### src/rtl/tcr_pkg.sv
package tcr_pkg;
    localparam int CNT_W = 16;
    localparam logic [CNT_W-1:0] CNT_MAX = 16'hFFFF;

    localparam logic [2:0] ADR_CNT_L = 3'd0;
    localparam logic [2:0] ADR_CNT_H = 3'd1;
    localparam logic [2:0] ADR_CAP_L = 3'd2;
    localparam logic [2:0] ADR_CAP_H = 3'd3;
    localparam logic [2:0] ADR_CTRL  = 3'd4;
    localparam logic [2:0] ADR_MODE  = 3'd5;

    typedef struct packed {
        logic [1:0] rsvd;
        logic       cap_f;
        logic       ovf_f;
        logic       baud;
        logic       ext_src;
        logic       cap_mode;
        logic       run;
    } ctrl_t;

    typedef struct packed {
        logic [4:0] rsvd;
        logic       tb_fast;
        logic       clk_out;
        logic       updown;
    } mode_t;

    typedef struct packed {
        logic [CNT_W-1:0] cnt;
        logic [CNT_W-1:0] cap;
        ctrl_t            ctrl;
        mode_t            mode;
        logic             baud_tick;
        logic             clk_out;
    } tmr_state_t;
endpackage

### src/rtl/tcr_prescale.sv
module tcr_prescale #(
    parameter int PRE_W = 4
) (
    input  logic             clk_i,
    input  logic             rst_ni,
    input  logic             run_i,
    input  logic [PRE_W-1:0] limit_i,
    output logic             tick_o
);
    logic [PRE_W-1:0] pre_d, pre_q;
    logic             at_end;

    always_comb begin
        at_end = (pre_q >= (limit_i - PRE_W'(1)));
        tick_o = run_i && at_end;
        if (!run_i || at_end) pre_d = '0;
        else                  pre_d = pre_q + PRE_W'(1);
    end

    always_ff @(posedge clk_i or negedge rst_ni) begin
        if (!rst_ni) pre_q <= '0;
        else         pre_q <= pre_d;
    end
endmodule

### src/rtl/tcr_fall_det.sv
module tcr_fall_det #(
    parameter int STAGES = 2
) (
    input  logic clk_i,
    input  logic rst_ni,
    input  logic sig_i,
    output logic fall_o
);
    logic [STAGES:0] sh_d, sh_q;

    always_comb begin
        sh_d   = {sh_q[STAGES-1:0], sig_i};
        fall_o = sh_q[STAGES] && !sh_q[STAGES-1];
    end

    always_ff @(posedge clk_i or negedge rst_ni) begin
        if (!rst_ni) sh_q <= '1;
        else         sh_q <= sh_d;
    end
endmodule

### src/rtl/tcr_timer16.sv
module tcr_timer16
    import tcr_pkg::*;
#(
    parameter int DIV_SLOW    = 12,
    parameter int DIV_FAST    = 4,
    parameter int SYNC_STAGES = 2
) (
    input  logic       clk_i,
    input  logic       rst_ni,
    input  logic       wr_en_i,
    input  logic [2:0] addr_i,
    input  logic [7:0] wdata_i,
    output logic [7:0] rdata_o,
    input  logic       ext_i,
    input  logic       dir_i,
    output logic       baud_tick_o,
    output logic       clk_o
);
    localparam int MAX_DIV = (DIV_SLOW > DIV_FAST) ? DIV_SLOW : DIV_FAST;
    localparam int PRE_W   = $clog2(MAX_DIV + 1);

    tmr_state_t st_d, st_q;

    logic             fast;
    logic [PRE_W-1:0] pre_limit;
    logic             pre_tick;
    logic             ext_fall;
    logic             cnt_tick;
    logic             up;
    logic             ovf_evt;
    logic             cap_evt;
    logic             wr_cnt;
    logic             wr_cap;
    logic             run;
    logic             cap_mode;
    logic             cap_flag;

    assign run      = st_q.ctrl.run;
    assign cap_mode = st_q.ctrl.cap_mode;
    assign cap_flag = st_q.ctrl.cap_f;
    assign fast     = st_q.ctrl.baud || st_q.mode.clk_out;

    always_comb begin
        if (fast)                 pre_limit = PRE_W'(2);
        else if (st_q.mode.tb_fast) pre_limit = PRE_W'(DIV_FAST);
        else                      pre_limit = PRE_W'(DIV_SLOW);
    end

    tcr_prescale #(.PRE_W(PRE_W)) u_pre (
        .clk_i   (clk_i),
        .rst_ni  (rst_ni),
        .run_i   (run),
        .limit_i (pre_limit),
        .tick_o  (pre_tick)
    );

    tcr_fall_det #(.STAGES(SYNC_STAGES)) u_edge (
        .clk_i  (clk_i),
        .rst_ni (rst_ni),
        .sig_i  (ext_i),
        .fall_o (ext_fall)
    );

    always_comb begin
        st_d = st_q;
        st_d.baud_tick = 1'b0;

        wr_cnt = wr_en_i && (addr_i == ADR_CNT_L || addr_i == ADR_CNT_H);
        wr_cap = wr_en_i && (addr_i == ADR_CAP_L || addr_i == ADR_CAP_H);

        if (st_q.ctrl.ext_src && !fast) cnt_tick = run && ext_fall;
        else                            cnt_tick = pre_tick;

        up      = cap_mode || fast || !st_q.mode.updown || dir_i;
        ovf_evt = cnt_tick && (up ? (st_q.cnt == CNT_MAX) : (st_q.cnt == st_q.cap));
        cap_evt = cap_mode && !fast && ext_fall;

        // counting
        if (cnt_tick) begin
            if (ovf_evt) begin
                if (cap_mode && !fast) st_d.cnt = '0;
                else if (up)           st_d.cnt = st_q.cap;
                else                   st_d.cnt = CNT_MAX;
            end else if (up) begin
                st_d.cnt = st_q.cnt + CNT_W'(1);
            end else begin
                st_d.cnt = st_q.cnt - CNT_W'(1);
            end
        end

        // software writes; count writes win over counting
        if (wr_en_i) begin
            case (addr_i)
                ADR_CNT_L: st_d.cnt[7:0]  = wdata_i;
                ADR_CNT_H: st_d.cnt[15:8] = wdata_i;
                ADR_CAP_L: st_d.cap[7:0]  = wdata_i;
                ADR_CAP_H: st_d.cap[15:8] = wdata_i;
                ADR_CTRL: begin
                    st_d.ctrl      = ctrl_t'(wdata_i);
                    st_d.ctrl.rsvd = '0;
                end
                ADR_MODE: begin
                    st_d.mode      = mode_t'(wdata_i);
                    st_d.mode.rsvd = '0;
                end
                default: ;
            endcase
        end

        // hardware events win over software writes
        if (cap_evt) begin
            st_d.cap        = st_q.cnt;
            st_d.ctrl.cap_f = 1'b1;
        end
        if (ovf_evt) begin
            st_d.ctrl.ovf_f = 1'b1;
            st_d.baud_tick  = st_q.ctrl.baud;
            if (st_q.mode.clk_out) st_d.clk_out = !st_q.clk_out;
        end
    end

    always_ff @(posedge clk_i or negedge rst_ni) begin
        if (!rst_ni) st_q <= '0;
        else         st_q <= st_d;
    end

    always_comb begin
        case (addr_i)
            ADR_CNT_L: rdata_o = st_q.cnt[7:0];
            ADR_CNT_H: rdata_o = st_q.cnt[15:8];
            ADR_CAP_L: rdata_o = st_q.cap[7:0];
            ADR_CAP_H: rdata_o = st_q.cap[15:8];
            ADR_CTRL:  rdata_o = st_q.ctrl;
            ADR_MODE:  rdata_o = st_q.mode;
            default:   rdata_o = 8'h00;
        endcase
    end

    assign baud_tick_o = st_q.baud_tick;
    assign clk_o       = st_q.clk_out;
endmodule

### config.mk
export PLATFORM = sky130hd
export DESIGN_NAME = tcr_timer16
export DESIGN_NICKNAME = d
export VERILOG_FILES = /design/src/rtl/tcr_pkg.sv /design/src/rtl/tcr_prescale.sv /design/src/rtl/tcr_fall_det.sv /design/src/rtl/tcr_timer16.sv
export SDC_FILE = /design/constraint.sdc
export NUM_CORES = 1
export LEC_CHECK = 0
export BUFFER_PORTS_ARGS = -buffer_cell sky130_fd_sc_hd__buf_4
export CORE_UTILIZATION = 60
export CTS_BUF_LIST = sky130_fd_sc_hd__clkbuf_16
export DETAILED_ROUTE_END_ITERATION = 6
export PLACE_DENSITY = 0.79
export SYNTH_ARGS = -nofsm -noshare
export SYNTH_HDL_FRONTEND = slang
export SYNTH_SLANG_ARGS = --single-unit
export TNS_END_PERCENT = 5
### constraint.sdc
create_clock -name clk_i -period 6.3 [get_ports clk_i]
set_input_delay 0.63 -clock clk_i [delete_from_list [all_inputs] [get_ports clk_i]]
set_output_delay 0.63 -clock clk_i [all_outputs]
set_load 0.05 [all_outputs]
==> results of run 1 <==
## critical path, cell delays in order, from the launching register on
cell and delay, ps:
dfrtp_1 530, nor2_2 630, nand2_1 670, xnor2_1 340, ha_1 270, nand2_1 120, nor3_1 380, nand2_1 110
a2111oi_0 550, xnor2_1 150, a32o_1 280, o21ai_1 120
## cells in the mapped netlist (all sizes together), types with 3 or more instances
| library cell | count |
|---|---|
| nor2 | 53 |
| a21oi | 47 |
| dfrtp | 47 |
| clkbuf | 37 |
| nand2 | 37 |
| mux2i | 26 |
| o21ai | 26 |
| xnor2 | 23 |
| nor3 | 18 |
| nor4 | 18 |
| and3 | 13 |
| nand3 | 12 |
| a211oi | 10 |
| mux2 | 10 |
| o31ai | 10 |
| a31oi | 7 |
| nor2b | 7 |
| or3 | 7 |
| and2 | 6 |
| and4 | 6 |
| buf | 6 |
| inv | 6 |
| o22ai | 6 |
| xor2 | 6 |
| a22o | 5 |
| a311oi | 5 |
| a22oi | 4 |
| ha | 4 |
| nand4 | 4 |
| dfstp | 3 |
| nand2b | 3 |
| nor4b | 3 |
| or2 | 3 |
| or4 | 3 |
## cell type report
type	instances	area [um2]	share of cell area [%]
sequential	50	1250	28.7
inverter	6	22.5	0.515
clock inverter	3	63.8	1.46
timing repair buffer	27	203	4.64
multi-input combinational	405	2610	59.6
tap	77	96.3	2.20
clock buffer	5	125	2.86
## path summary, 6_finish.rpt
kind	start	end	slack [ps]	cells past startpoint
worst max-delay path	st_q[3]$_DFFE_PN0P_	st_q[48]$_DFF_PN0_	2060	11
worst min-delay path	u_edge.sh_q[0]$_DFF_PN1_	u_edge.sh_q[1]$_DFF_PN1_	360	0
worst max register to register	st_q[3]$_DFFE_PN0P_	st_q[48]$_DFF_PN0_	2060	11
worst min register to register	u_edge.sh_q[0]$_DFF_PN1_	u_edge.sh_q[1]$_DFF_PN1_	360	0
max in group asynchronous	rst_ni	st_q[33]$_DFFE_PN0P_	5490	1
min in group asynchronous	rst_ni	u_pre.pre_q[0]$_DFF_PN0_	370	1
## sequential cells by signal, summed over array words and instances (netlist names)
| register | count |
|---|---|
| st_q | 38 |
| u_pre.pre_q | 4 |
| u_edge.sh_q | 3 |
| baud_tick_o | 1 |
| cap_flag | 1 |
| cap_mode | 1 |
| clk_o | 1 |
| run | 1 |
## power groups by stage
stage / sequential [mW] / combinational [mW] / clock (mW)
5_1_grt: 0.806 / 0.917 / 0.357
2_1_floorplan: 0.545 / 0.775 / 0
6_report: 0.788 / 0.836 / 0.347
3_3_place_gp: 0.770 / 0.800 / 0
4_1_cts: 0.766 / 0.820 / 0.347
3_5_place_dp: 0.773 / 0.816 / 0
## metal layers
metal  track usage [%]  up-vias  routed length [um]  share of wire, %
met2              61.3      320                6040                45
met1              55.0     1977                5260                39
met5                 0        -                   0                 0
met4              18.5        0                 543               4.0
li1                  -     1849                   -                 -
met3              8.85       54                1620                12
## stage by stage
stage / instances / hold slack, ps / total power, mW / utilization, % / setup slack, ps
after floorplan: 504 / 334 / 1.32 / - / 2910
after global placement: 565 / 345 / 1.57 / 65.1 / 2220
after detailed placement: 565 / 347 / 1.59 / 65.1 / 2170
after CTS: 573 / 357 / 1.93 / 68.1 / 2130
after global routing: 573 / 359 / 2.08 / 68.1 / 1730
final: 573 / 356 / 1.97 / 68.1 / 2060
## kinds of logic after synthesis
kind of cell / count (synthesis)
XOR/XNOR: 29
adder cells (fa/ha/maj): 4
AND/OR/NAND/NOR: 196
multiplexers: 38
flip-flops: 50
buffers and inverters: 49
AO/OA/AOI/OAI: 138
==> impl_metrics.yaml, run 1 <==
detailed_routing:
  drc_errors: 5
  ant_nets: 0
  viasPerCell: 7.33
  post_drt_wl_per_cell_um: 23.5
  num_vias: 4200
  routed_wl_um: 13500
  drt_iter0_drc: 569
  first_pass_iters: 7
floorplan:
  chipWidth_um: 84.2
  dieArea_um2: 7080
  initial_core_util_pct: 63.1
  rows: 29
  ios: 26
  die_h_um: 84.2
  core_area_um2: 6420
synth:
  synth-edff-count: 0
  synth-simple-area-share_pct: 25.1
  synth_fp_nets: 524
  yosys.area.top_type_share_pct: 29.0
  syn_inst: 504
  synth_xor_area_share_pct: 6.27
  ys_types: 58
  syn-cell-area_um2: 4050
  synth_flop_cell: "dfrtp_1"
  synth-async-reset-ratio_pct: 100
  ys_seq_area_share_pct: 31.0
  synth-adder-area-share_pct: 1.24
  syn_area_per_cell_um2: 8.04
  synth_warnings: 0
  synth_area_leaders: "dfrtp_1, mux2i_1, a21oi_1, xnor2_1, nor2_1"
  yosysTopAreaCell: "dfrtp_1"
  synth_seq_cells: 50
  synth_compound_area_share_pct: 21.4
  synth_mux_area_share_pct: 10.3
  synth_top_family_by_area: "simple AND/OR/NAND/NOR gates"
pwr:
  p_int_mw: 1.04
  comb_power_share_pct: 42.4
  p_per_area_nw_per_um2: 451
  power.leakage_nw: 1.74
  p_sw_share_pct: 47.0
  sequentialPowerShare_pct: 40.0
  clockPowerShare_pct: 17.6
  switching_power_mw: 0.926
  irDropWorstVdd_mv: 0.329
sta:
  fmax_mhz: 236
  period_share_pct: 67.3
  fin_setup_tns_ps: 0
  slew_headroom_pct: 15.9
  setup_viol: 0
  worst_slew_pin_slew_ps: 1250
  rsz0062_at_grt: "no"
  post-route-min-period_ps: 4240
  slew_viol_final: 0
  finalHoldViolations: 0
  clock_skew_ps: 7.91
run_status:
  status: "finished, violations left"
  failed_checks: "DRC"
worst_setup_path:
  required_ps: 6520
  cp-end-kind: "flip-flop"
  crit_path_max_fanout: 19
  path_class: "reg -> reg"
  cp-start-kind: "flip-flop"
  crit_arrival_ps: 4460
cts:
  cts_resized: 0
  htreeDepth: 2
  cts_tree: "done"
  path_clk_slew_ps: 70
  cts_made_buffers: 5
  cts_hold_buffers: 0
  clock_sinks: 50
  clk_path_buf_depth: 2
  clk_latency_ps: 290
  ctsRootBufferMaster: "clkbuf_16"
  cts_setup_buffers: 0
finish:
  fin_nets: 515
  fillers: 543
  layout_common_cells: "nor2_1, a21oi_1, dfrtp_1"
  stdcell_area_um2: 4370
  drive_above_1_share_pct: 11.5
  n_antenna_cell: 0
  final_common_cell: "nor2_1"
  area_growth_pct: 7.97
global_route:
  antenna_found_initial: 0
  globalRoute.totalOverflow: 0
  first_global_vias: 4032
  grt.total_usage_pct: 40.2
  grt_max_degree: 51
  grt_pass1_wl_um: 21900
min_path:
  min_path_type: "reg -> reg"
placement:
  gp_congestion: 1.01
  port_buffers: 25
  place_area_um2: 4180
  dpl.hpwl_um: 9410
flow_run:
  max-cap-violations: 0
Note: power is estimated with default switching activity, not from simulation.
==> run 2, diff against run 1 <==
- ABC_AREA: unset -> 1
- CORE_UTILIZATION: 60 -> 56
- PLACE_DENSITY: 0.79 -> 0.77
- clock period: 6.3 -> 3.8 ns (I/O delays scaled with it)
==> run 2 against run 1 <==
The run now ends clean. Hold slack worse by 240 ps. Clock-buffer cell count unchanged. Sequential share of layout area down 0.38 points. Die area up 6.3%. Combinational power up 100%. Maximum frequency up 46%. Clock power up 30%. Clock skew down 2.1 ps. Largest power group unchanged. Critical path depth up 1. Critical endpoint is now st_q[38]$_DFF_PN0_. Synthesized cell count up 22%.
==> impl_metrics.yaml, run 2 <==
run_status:
  status: "complete, no violations"
synth:
  yosys.area.top_type_share_pct: 29.2
  synth_most_common_cell: "nand2_1"
  synth_area_leaders: "dfrtp_1, nand2_1, nand3_1, inv_1, a21oi_1"
  synth-edff-count: 0
  synth-adder-area-share_pct: 1.24
  syn_inst: 615
  synth_seq_cells: 50
  ys_seq_area_share_pct: 31.2
  synth_top_family_by_area: "simple AND/OR/NAND/NOR gates"
  synth-async-reset-ratio_pct: 100
  synth_flop_cell: "dfrtp_1"
  syn-cell-area_um2: 4020
  ys_types: 39
  synth_commonest_cells: "nand2_1, inv_1, nor2_1"
  synth_compound_area_share_pct: 19.2
  synth-simple-area-share_pct: 34.3
  syn_area_per_cell_um2: 6.54
  synth_fp_nets: 635
  synth_xor_area_share_pct: 3.26
  yosysTopAreaCell: "dfrtp_1"
  synth_warnings: 0
  synth_mux_area_share_pct: 0.529
sta:
  slew_viol_final: 0
  rsz0062_at_grt: "no"
  slew_headroom_pct: 31.2
  fmax_mhz: 345
  setup_viol: 0
  fin_setup_tns_ps: 0
  hold_slack_ps: 113
  finalHoldViolations: 0
  clock_skew_ps: 5.82
  post-route-min-period_ps: 2900
  worst_slew_pin_slew_ps: 1030
  period_share_pct: 76.3
placement:
  place_area_um2: 4290
  dpl.hpwl_um: 10400
  gp_congestion: 0.959
  port_buffers: 25
global_route:
  grt.total_usage_pct: 39.0
  first_global_vias: 4369
  globalRoute.totalOverflow: 0
  antenna_found_initial: 0
  grt_pass1_wl_um: 22200
  grt_max_degree: 51
finish:
  seq_area_um2: 1250
  fin_nets: 656
  multiInputGateArea_um2: 2360
  stdcell_area_um2: 4430
  reg.largest.list: "st_q x38, u_pre.pre_q x4, u_edge.sh_q x3"
  drive_above_1_share_pct: 10.0
  final_common_cell: "nand2_1"
  fillers: 653
  n_antenna_cell: 0
  layout_common_cells: "nand2_1, inv_1, nor2_1"
  area_growth_pct: 10.1
  largest_reg_flops: 38
  largest-register: "st_q"
cts:
  path_clk_slew_ps: 70
  clk_path_buf_depth: 2
  cts_setup_buffers: 0
  cts_hold_buffers: 0
  cts_made_buffers: 5
  clock_sinks: 50
  clk_latency_ps: 290
  cts_resized: 0
  cts_tree: "done"
  ctsRootBufferMaster: "clkbuf_16"
  htreeDepth: 2
pwr:
  power.leakage_nw: 2.22
  p_per_area_nw_per_um2: 711
  irDropWorstVdd_mv: 0.308
worst_setup_path:
  critPathBufInv: 0
  crit_family: "simple AND/OR/NAND/NOR gates"
  required_ps: 4030
  cp-end-kind: "flip-flop"
  path_class: "reg -> reg"
  cp_slowest_cell: "dfrtp_1"
  slowest_delay_ps: 440
  crit_path_max_fanout: 36
  cp-start-kind: "flip-flop"
  path_cells: "nor2_4 > nand3_4 > o21ai_1 > nand2_1 > nor2_1 > and2_1 > nand3_1 > nor2_1 > nand2_1 > o21ai_1 > nand2_1 > nand2_1"
  cp_common_cell: "nand2_1"
  crit_arrival_ps: 3130
detailed_routing:
  first_pass_iters: 5
  viasPerCell: 6.20
  routed_wl_um: 13700
  ant_nets: 0
  drt_iter0_drc: 494
  post_drt_wl_per_cell_um: 18.7
  num_vias: 4542
  drc_errors: 0
floorplan:
  die_h_um: 86.8
  core_area_um2: 6870
  initial_core_util_pct: 58.6
  dieArea_um2: 7530
  chipWidth_um: 86.8
  ios: 26
  rows: 30
min_path:
  min_path_type: "in -> async"
flow_run:
  max-cap-violations: 0
[run 2: final cells by class]
class | instances | share of cell area [%]
clock buffers | 5 | 2.82
clock inverters | 3 | 0.452
inverters | 82 | 6.95
multi-input cells | 464 | 53.2
flip-flops and latches | 50 | 28.3
well taps | 96 | 2.71
repair buffers | 33 | 5.59
[run 2: path summary, 6_finish.rpt]
| kind | startpoint | end | slack, ps | cells after the start |
|---|---|---|---|---|
| worst max-delay path | st_q[3]$_DFFE_PN0P_ | st_q[38]$_DFF_PN0_ | 900 | 12 |
| worst min-delay path | rst_ni | st_q[3]$_DFFE_PN0P_ | 110 | 1 |
| worst max register to register | st_q[3]$_DFFE_PN0P_ | st_q[38]$_DFF_PN0_ | 900 | 12 |
| worst min register to register | u_edge.sh_q[0]$_DFF_PN1_ | u_edge.sh_q[1]$_DFF_PN1_ | 360 | 0 |
| max in group asynchronous | rst_ni | st_q[40]$_DFF_PN0_ | 3250 | 1 |
| min in group clk_i | ext_i | u_edge.sh_q[0]$_DFF_PN1_ | 190 | 1 |
[run 2: metal layers]
| layer | track usage [%] | wire [um] | part of all wire (%) |
|---|---|---|---|
| met5 | 0 | 0 | 0 |
| met4 | 16.1 | 459 | 3.3 |
| met3 | 7.14 | 1420 | 10 |
| met2 | 60.7 | 6020 | 44 |
| met1 | 53.6 | 5830 | 42 |
[run 2: worst reg2reg max path: stages, from the launching register on]
cell and delay [ps]:
dfrtp_1 440, nor2_4 260, nand3_4 390, o21ai_1 310, nand2_1 70, nor2_1 170, and2_1 150, nand3_1 70
nor2_1 330, nand2_1 290, o21ai_1 220, nand2_1 70, nand2_1 80
[run 2: kinds of logic after synthesis]
logic type                 Yosys count
and+or+nand+nor                    322
AOI/OAI and AO/OA                  121
buffers and inverters              101
DFF                                 50
xor gates and xnor gates            15
adders and majority gates            4
muxes                                2
[run 2: report_power, final]
part | internal [mW] | total [mW] | switching [mW]
clock network | 0.245 | 0.452 | 0.208
registers | 0.726 | 1.00 | 0.279
logic | 0.529 | 1.69 | 1.16
total | 1.50 | 3.15 | 1.65
[run 2: through the flow]
stage	util [%]	worst slack (ps)	total power, mW	cells
final	64.5	900	3.15	733
after global routing	64.5	616	3.36	733
after CTS	64.5	967	3.09	733
after detailed placement	62.4	1000	2.63	725
after global placement	62.4	1010	2.60	725
after floorplan	-	1190	2.11	615
==> run 3, diff against run 2 <==
- ABC_AREA: 1 -> 0
- clock period: 3.8 -> 2.48 ns (I/O delays scaled with it)
==> run 3 against run 2 <==
Global-route usage is 0.11 points higher. Highest routed layer unchanged. Largest power group unchanged. Hold slack worse by 150 ps. Sequential share of layout area is 4.9 points lower. Power is 88% higher. Critical path type unchanged. Non-clock buffer count is 98 higher. Combinational power is 110% higher. Utilization is 13 points higher. Sequential cell count stayed put. The flow now finishes with violations (hold timing, setup timing). Design area is 21% higher. Sequential power is 56% higher. Critical path depth is 4 lower. Clock power is 78% higher.
==> impl_metrics.yaml, run 3 (same netlist as run 1, synthesis figures left out) <==
finish:
  drive_above_1_share_pct: 31.2
  reg.largest.list: "st_q x38, u_pre.pre_q x4, u_edge.sh_q x3"
  area_growth_pct: 32.2
  fin_util_pct: 77.5
  largest_reg_flops: 38
  largest-register: "st_q"
  final_common_cell: "buf_4"
  n_antenna_cell: 0
  layout_common_cells: "buf_4, nor2_1, a21oi_1, dfrtp_1, nand2_1"
  multiInputGateArea_um2: 2800
  fillers: 535
  fin_nets: 619
  stdcell_area_um2: 5350
  instances_no_fill: 696
  seq_area_um2: 1250
detailed_routing:
  viasPerCell: 6.60
  num_vias: 4597
  post_drt_wl_per_cell_um: 20.8
  drt_iter0_drc: 470
  first_pass_iters: 5
  ant_nets: 0
  routed_wl_um: 14500
  drc_errors: 0
placement:
  place_area_um2: 4970
  place_worst_setup_slack_ps: -616
  dp.cells: 685
  gp_congestion: 0.953
  port_buffers: 25
  dpl.hpwl_um: 10400
floorplan:
  dieArea_um2: 7580
  die_h_um: 87.0
  chipWidth_um: 87.0
  initial_core_util_pct: 58.6
  rows: 30
  ios: 26
  core_area_um2: 6910
sta:
  rsz0062_at_grt: "yes"
  post-route-min-period_ps: 3020
  fin_setup_tns_ps: -6460
  fmax_mhz: 331
  hold_slack_ps: -38.3
  finalHoldViolations: 13
  slew_headroom_pct: 46.9
  slew_viol_final: 0
  clock_skew_ps: 11.0
  fin_ws_ps: -541
  period_share_pct: 122
  worst_slew_pin_slew_ps: 791
  setup_viol: 18
global_route:
  globalRoute.totalOverflow: 0
  grt.total_usage_pct: 39.1
  first_global_vias: 4298
  antenna_found_initial: 0
  grt_max_degree: 51
  grt_pass1_wl_um: 22400
run_status:
  failed_checks: "hold timing, setup timing"
  status: "finished, violations left"
worst_setup_path:
  required_ps: 2690
  cp_common_cell: "or3_4"
  cp-end-kind: "flip-flop"
  crit_family: "simple AND/OR/NAND/NOR gates"
  crit_path_max_fanout: 3
  crit_arrival_ps: 3230
  path_cells: "or3_4 > ha_4 > a221oi_2 > or4_4 > or3_4 > or3_4 > mux2_4 > a211oi_2"
  path_class: "reg -> reg"
  critPathBufInv: 0
  cp-start-kind: "flip-flop"
  slowest_delay_ps: 490
  cp_slowest_cell: "or4_4"
cts:
  ctsRootBufferMaster: "clkbuf_16"
  cts_made_buffers: 5
  cts_tree: "done"
  clk_latency_ps: 300
  clk_path_buf_depth: 2
  clock_sinks: 50
  path_clk_slew_ps: 80
  htreeDepth: 2
min_path:
  min_path_type: "in -> async"
flow_run:
  max-cap-violations: 0
pwr:
  power.total_mw: 5.93
  irDropWorstVdd_mv: 0.624
  p_per_area_nw_per_um2: 1110
  power.leakage_nw: 2.28
[run 3: repair_timing]
action	CTS	global route
setup endpoints to repair	18	18
resized for setup	13	22
pin swaps	10	10
endpoints found under the hold margin	0	0
buffers inserted	2	1
hold buffers	0	0
[run 3: final cells by class]
class,instances,share of cell area (%)
Inverter,6,0.421
Clock buffer,5,2.34
Timing Repair Buffer,131,18.5
Clock inverter,3,0.841
Tap cell,96,2.24
Multi-Input combinational cell,405,52.2
Sequential cell,50,23.4
[run 3: worst paths after layout]
check	slack [ps]	cells past startpoint	endpoint	startpoint
setup reg to reg	-540	8	st_q[43]$_DFF_PN0_	st_q[13]$_DFFE_PN0P_
hold / removal	-40	1	st_q[22]$_DFFE_PN0P_	rst_ni
hold reg to reg	360	0	u_edge.sh_q[1]$_DFF_PN1_	u_edge.sh_q[0]$_DFF_PN1_
setup / recovery	-540	8	st_q[43]$_DFF_PN0_	st_q[13]$_DFFE_PN0P_
max in group asynchronous	2030	1	baud_tick_o$_DFF_PN0_	rst_ni
min in group clk_i	60	1	u_edge.sh_q[0]$_DFF_PN1_	ext_i
[run 3: power breakdown]
group	total [mW]	internal [mW]	switching [mW]
sequential	1.56	1.12	0.433
clock	0.804	0.476	0.327
combinational	3.57	1.69	1.88
[run 3: worst reg2reg max path, cell delays in order, from the launching register on]
cell and delay, ps:
dfrtp_1 420, or3_4 390, ha_4 280, a221oi_2 60
or4_4 490, or3_4 350, or3_4 400, mux2_4 320
a211oi_2 210
[run 3: layer usage]
layer / track usage, % / wire length (um)
met5: 0 / 0
met3: 8.44 / 1440
met2: 63.1 / 6710
met1: 51.4 / 5940
met4: 15.0 / 397
